<file path="src/rtl/egr_ts_pkg.sv">
package egr_ts_pkg;

  localparam int unsigned TIME_W = 64;
  localparam int unsigned WORD_W = 32;

  // Expand a truncated stamp against a later clock sample.
  function automatic logic [TIME_W-1:0] expand_time(
    input logic [TIME_W-1:0] now,
    input logic [TIME_W-1:0] part,
    input int unsigned       nbits
  );
    logic [TIME_W-1:0] mask;
    logic [TIME_W-1:0] res;
    mask = (TIME_W'(1) << nbits) - TIME_W'(1);
    res  = (now & ~mask) | (part & mask);
    if ((now & mask) <= (part & mask))
      res = res - (mask + TIME_W'(1));
    return res;
  endfunction

  // Register word image for one slot.
  function automatic logic [WORD_W-1:0] slot_word(
    input logic              hi_word,
    input logic [WORD_W-1:0] stamp,
    input logic              flag,
    input int unsigned       nbits
  );
    logic [WORD_W-1:0] w;
    if (nbits < WORD_W)
      w = hi_word ? '0 : ((stamp << (WORD_W - nbits)) | {{(WORD_W-1){1'b0}}, flag});
    else
      w = hi_word ? stamp : {{(WORD_W-1){1'b0}}, flag};
    return w;
  endfunction

endpackage

</file>
<file path="src/rtl/egr_ts_slot.sv">
module egr_ts_slot #(
  parameter int unsigned PART_BITS = 24
) (
  input  logic                 clk,
  input  logic                 rst_n,
  input  logic                 cap_hit,
  input  logic [PART_BITS-1:0] cap_stamp,
  input  logic                 rd_clr,
  output logic [PART_BITS-1:0] stamp,
  output logic                 flag
);

  // Capture wins over a same-cycle clear.
  always_ff @(posedge clk or negedge rst_n) begin
    if (!rst_n) begin
      stamp <= '0;
      flag  <= 1'b0;
    end else begin
      if (cap_hit) begin
        stamp <= cap_stamp;
        flag  <= 1'b1;
      end else if (rd_clr) begin
        flag  <= 1'b0;
      end
    end
  end

endmodule

</file>
<file path="src/rtl/egr_ts_expand.sv">
module egr_ts_expand
  import egr_ts_pkg::*;
#(
  parameter int unsigned PART_BITS = 24
) (
  input  logic                 clk,
  input  logic                 rst_n,
  input  logic                 req,
  input  logic [PART_BITS-1:0] partial,
  input  logic [TIME_W-1:0]    now,
  output logic                 valid,
  output logic [TIME_W-1:0]    full
);

  logic [TIME_W-1:0] full_c;

  assign full_c = expand_time(now, TIME_W'(partial), PART_BITS);

  // Registered one cycle after the request, held otherwise.
  always_ff @(posedge clk or negedge rst_n) begin
    if (!rst_n) begin
      valid <= 1'b0;
      full  <= '0;
    end else begin
      valid <= req;
      if (req) full <= full_c;
    end
  end

endmodule

</file>
<file path="src/rtl/egr_ts_top.sv">
module egr_ts_top
  import egr_ts_pkg::*;
#(
  parameter int unsigned NUM_PORTS = 4,
  parameter int unsigned PART_BITS = 24,
  localparam int unsigned PORT_W = (NUM_PORTS > 1) ? $clog2(NUM_PORTS) : 1
) (
  input  logic                 clk,
  input  logic                 rst_n,
  input  logic                 cap_valid,
  input  logic [PORT_W-1:0]    cap_port,
  input  logic [63:0]          cap_time,
  input  logic                 rd_en,
  input  logic [PORT_W-1:0]    rd_port,
  input  logic                 rd_word,
  output logic                 rd_valid,
  output logic [31:0]          rd_data,
  input  logic                 rc_req,
  input  logic [PART_BITS-1:0] rc_partial,
  input  logic [63:0]          rc_now,
  output logic                 rc_valid,
  output logic [63:0]          rc_full
);

  // Per-slot events, brought out for the checker.
  logic [NUM_PORTS-1:0] cap_hit_vec;
  logic [NUM_PORTS-1:0] rd_clr_vec;
  logic [NUM_PORTS-1:0] slot_flag;
  logic [PART_BITS-1:0] slot_stamp [NUM_PORTS];
  logic [PART_BITS-1:0] sel_stamp;
  logic                 sel_flag;
  logic [63:0]          unused_cap_hi;

  assign unused_cap_hi = cap_time;

  for (genvar p = 0; p < NUM_PORTS; p++) begin : g_slot
    assign cap_hit_vec[p] = cap_valid && (cap_port == PORT_W'(p));
    assign rd_clr_vec[p]  = rd_en && !rd_word && (rd_port == PORT_W'(p));

    egr_ts_slot #(.PART_BITS(PART_BITS)) u_slot (
      .clk       (clk),
      .rst_n     (rst_n),
      .cap_hit   (cap_hit_vec[p]),
      .cap_stamp (cap_time[PART_BITS-1:0]),
      .rd_clr    (rd_clr_vec[p]),
      .stamp     (slot_stamp[p]),
      .flag      (slot_flag[p])
    );
  end

  always_comb begin
    sel_stamp = '0;
    sel_flag  = 1'b0;
    for (int p = 0; p < NUM_PORTS; p++) begin
      if (rd_port == PORT_W'(p)) begin
        sel_stamp = slot_stamp[p];
        sel_flag  = slot_flag[p];
      end
    end
  end

  // Read path: pre-edge contents, one cycle latency.
  always_ff @(posedge clk or negedge rst_n) begin
    if (!rst_n) begin
      rd_valid <= 1'b0;
      rd_data  <= '0;
    end else begin
      rd_valid <= rd_en;
      if (rd_en) rd_data <= slot_word(rd_word, WORD_W'(sel_stamp), sel_flag, PART_BITS);
    end
  end

  egr_ts_expand #(.PART_BITS(PART_BITS)) u_expand (
    .clk     (clk),
    .rst_n   (rst_n),
    .req     (rc_req),
    .partial (rc_partial),
    .now     (rc_now),
    .valid   (rc_valid),
    .full    (rc_full)
  );

endmodule

</file>
<file path="config.mk">
export PLATFORM = sky130hd
export DESIGN_NAME = egr_ts_top
export DESIGN_NICKNAME = d
export VERILOG_FILES = /design/src/rtl/egr_ts_pkg.sv /design/src/rtl/egr_ts_slot.sv /design/src/rtl/egr_ts_expand.sv /design/src/rtl/egr_ts_top.sv
export SDC_FILE = /design/constraint.sdc
export NUM_CORES = 1
export LEC_CHECK = 0
export BUFFER_PORTS_ARGS = -buffer_cell sky130_fd_sc_hd__buf_2
export CORE_UTILIZATION = 48
export DETAILED_ROUTE_END_ITERATION = 6
export GPL_TIMING_DRIVEN = 0
export PLACE_DENSITY = 0.77
export RECOVER_POWER = 50
export SYNTH_ARGS = -nofsm -noshare
export SYNTH_HDL_FRONTEND = slang
export SYNTH_HIERARCHICAL = 1
export SYNTH_SLANG_ARGS = --single-unit
</file>
<file path="constraint.sdc">
create_clock -name clk -period 1.3 [get_ports clk]
set_clock_uncertainty 0.2 [all_clocks]
set_input_delay 0.065 -clock clk [delete_from_list [all_inputs] [get_ports clk]]
set_output_delay 0.065 -clock clk [all_outputs]
set_load 0.02 [all_outputs]
</file>
==> results.json <==
{
  "synthFlopType": "dfrtp_1",
  "hold_class": "in2async",
  "critPathMaxFanout": 8,
  "totalWireLength_mm": 30.11,
  "drt_iter0_markers": 506,
  "place_inst": 1270,
  "yosysUniqueCellTypes": 59,
  "cp_num_buf_inv": 2,
  "synth_seq_area_share_pct": 48.32,
  "grt_use_total_pct": 26.48,
  "drc_errors": 0,
  "syn_inst": 783,
  "power.density_nw_per_um2": 1166,
  "num_vias": 8166,
  "ant_nets": 0,
  "slowest_delay_ns": 0.37,
  "cp-start-kind": "input port",
  "setup_viol": 61,
  "status": "finished, violations left",
  "cts_tree": "yes",
  "path_class": "in2reg",
  "place_area_um2": 11870,
  "grt_overflow": 0,
  "dpl.hpwl_mm": 17.26,
  "critPathSlowestCell": "or3_4",
  "post-route-min-period_ns": 2.082,
  "port_buffers": 210,
  "avgSynthCellArea_um2": 12.63,
  "rsz0062_at_grt": "yes",
  "antenna_found_initial": 2,
  "cts_max_path_buffers": 2,
  "fin_area_um2": 14520,
  "cts_max_level": 4,
  "die_h_um": 145.6,
  "maxSlewViolCount": 0,
  "dp_slack_ns": -1.419,
  "end_kind": "flop",
  "ir_drop_mv": 0.8680,
  "viasPerCell": 5.643,
  "start_util_pct": 48.89,
  "fin_hold_ws_ns": -0.3645,
  "finalHoldViolCount": 89,
  "max_slew_margin_pct": 29.60,
  "violations": "negative hold slack, negative setup slack",
  "worstPathRequired_ns": 1.39,
  "clkLatencyLatePin_ns": 0.43,
  "yosys_register_bits": 191,
  "grt_max_degree": 123,
  "cap_violations": 0,
  "syn_area_um2": 9892,
  "crit_chain": "buf_2 > nor4_4 > nand3_2 > or3_4 > or2_4 > buf_12 > a2111oi_4 > xnor2_1 > a21oi_1",
  "fp.coreArea_um2": 20230,
  "async_flop_share_pct": 100.0,
  "ys_warn_count": 6,
  "drive_gt1_share_pct": 51.06,
  "drtPass1Iterations": 5,
  "grt_pass1_vias": 8281,
  "power.static_leakage_nw": 6.319,
  "timing.fmax_ghz": 0.4802,
  "nNetsFinal": 1349,
  "dieArea_um2": 21190,
  "fin_cells": 1447,
  "worst_pin_slew_ns": 1.056,
  "synth_edf_count": 0,
  "grt_pass1_wl_mm": 44.28,
  "critPathTopFamily": "simple AND/OR/NAND/NOR gates",
  "syn_to_final_growth_pct": 46.75,
  "rows": 52,
  "finalCritPeriodShare_pct": 160.2,
  "root_buffer": "clkbuf_16",
  "cts_buffers": 17,
  "gp_congestion": 0.8375,
  "p_total_w": 0.01692,
  "io_pins": 260,
  "clk_pin_slew_worst_paths_ns": 0.08,
  "cts.sinks": 191,
  "fp.dieW_um": 145.6,
  "wire_per_inst_um": 20.81,
  "critPathArrivalTime_ns": 2.18,
  "setup_ws_ns": -0.7824
}
[routing by layer]
layer | routed length [µm] | vias up | GRT usage (%) | part of all wire, %
met3 | 1946 | 117 | 4.702 | 6.5
li1 | - | 3561 | - | -
met5 | 0 | - | 0 | 0
met2 | 15170 | 411 | 45.67 | 50
met1 | 11890 | 4077 | 33.74 | 39
met4 | 1101 | 0 | 8.789 | 3.7
[placed cells by master, fill, tap and decap left out, types with 20 or more instances in the layout]
master,synthesis,layout
dlygate4sd3_1,0,90
buf_4,7,49
clkbuf_16,0,20
buf_6,8,37
xnor2_1,36,30
inv_1,48,30
mux2_4,77,76
mux2_2,46,45
dfrtp_1,191,191
nor2_1,49,47
buf_2,12,192
a21oi_1,54,40
[flip-flops by register name, summed over array words and instances (netlist names)]
register             flops
g_slot.u_slot/flag       4
g_slot.u_slot/stamp     96
rd_data                 25
rd_valid                 1
u_expand/full           64
u_expand/valid           1
[synthesized netlist by cell type (12+ instances only)]
cell type	n	area, µm²
a21oi_1	54	270.3
a22o_1	14	122.6
buf_2	12	60.06
clkbuf_1	17	63.81
dfrtp_1	191	4780
ha_1	25	312.8
inv_1	48	180.2
mux2_2	46	518.0
mux2_4	77	1156
mux4_2	14	315.3
nand2_1	18	67.56
nand2b_1	13	81.33
nor2_1	49	183.9
nor3_1	14	70.07
xnor2_1	36	315.3
[kinds of logic after synthesis]
logic type / share of synthesized area (%)
xor gates and xnor gates: 3.187
adders and majority gates: 3.162
buffers and inverters: 6.210
muxes: 20.11
DFF: 48.32
AOI/OAI and AO/OA: 10.26
other: 0.03791
and+or+nand+nor: 8.715
[power by group]
group	total, W	switching, W	internal, W
combinational	0.00437	0.00202	0.00235
clock	0.00519	0.00256	0.00262
sequential	0.00737	0.000530	0.00684
[final timing paths]
path	slack [ns]	from	to	cells after the start
hold / removal	-0.36	rst_n	u_expand/full[34]	1
max in group asynchronous	0.09	rst_n	g_slot[2].u_slot/stamp[11]	2
setup reg to reg	-0.07	g_slot[0].u_slot/stamp[20]	rd_data[28]	3
min in group clk	-0.28	rc_now[56]	u_expand/full[56]	3
hold reg to reg	0.28	g_slot[3].u_slot/stamp[19]	g_slot[3].u_slot/stamp[19]	1
setup / recovery	-0.78	rc_now[35]	u_expand/full[62]	9
[worst reg2reg max path: stages, from the launching register on]
cell      delay (ns)
dfrtp_1         0.39
mux2_4          0.27
a222oi_1        0.27
o31ai_1         0.12
[timing repair]
item                                   4_1_cts  5_1_grt
buffers inserted                            29       24
endpoints found under the hold margin      315       94
resized for setup                           82       59
cloned                                       1        1
hold buffers                                77       13
pin swaps                                   39       26
setup endpoints to repair                   56       77
[through the flow]
stage,utilization (%),setup TNS [ns]
after floorplan,-,-34.03
after global placement,58.46,-667.30
after detailed placement,58.64,-67.68
after CTS,68.80,-24.20
after global routing,71.72,-39.98
final,71.74,-27.65
[cell type report]
class / count / area [µm²]
Multi-Input combinational cell: 496 / 5406
Timing Repair Buffer: 356 / 2663
Buffer: 52 / 499.2
Clock buffer: 18 / 439.2
Clock inverter: 14 / 143.9
Inverter: 48 / 242.7
Fill cell: 1275 / 5718
Tap cell: 270 / 337.8
Antenna cell: 2 / 5.005
Sequential cell: 191 / 4780
(Power assumes the default switching activity.)
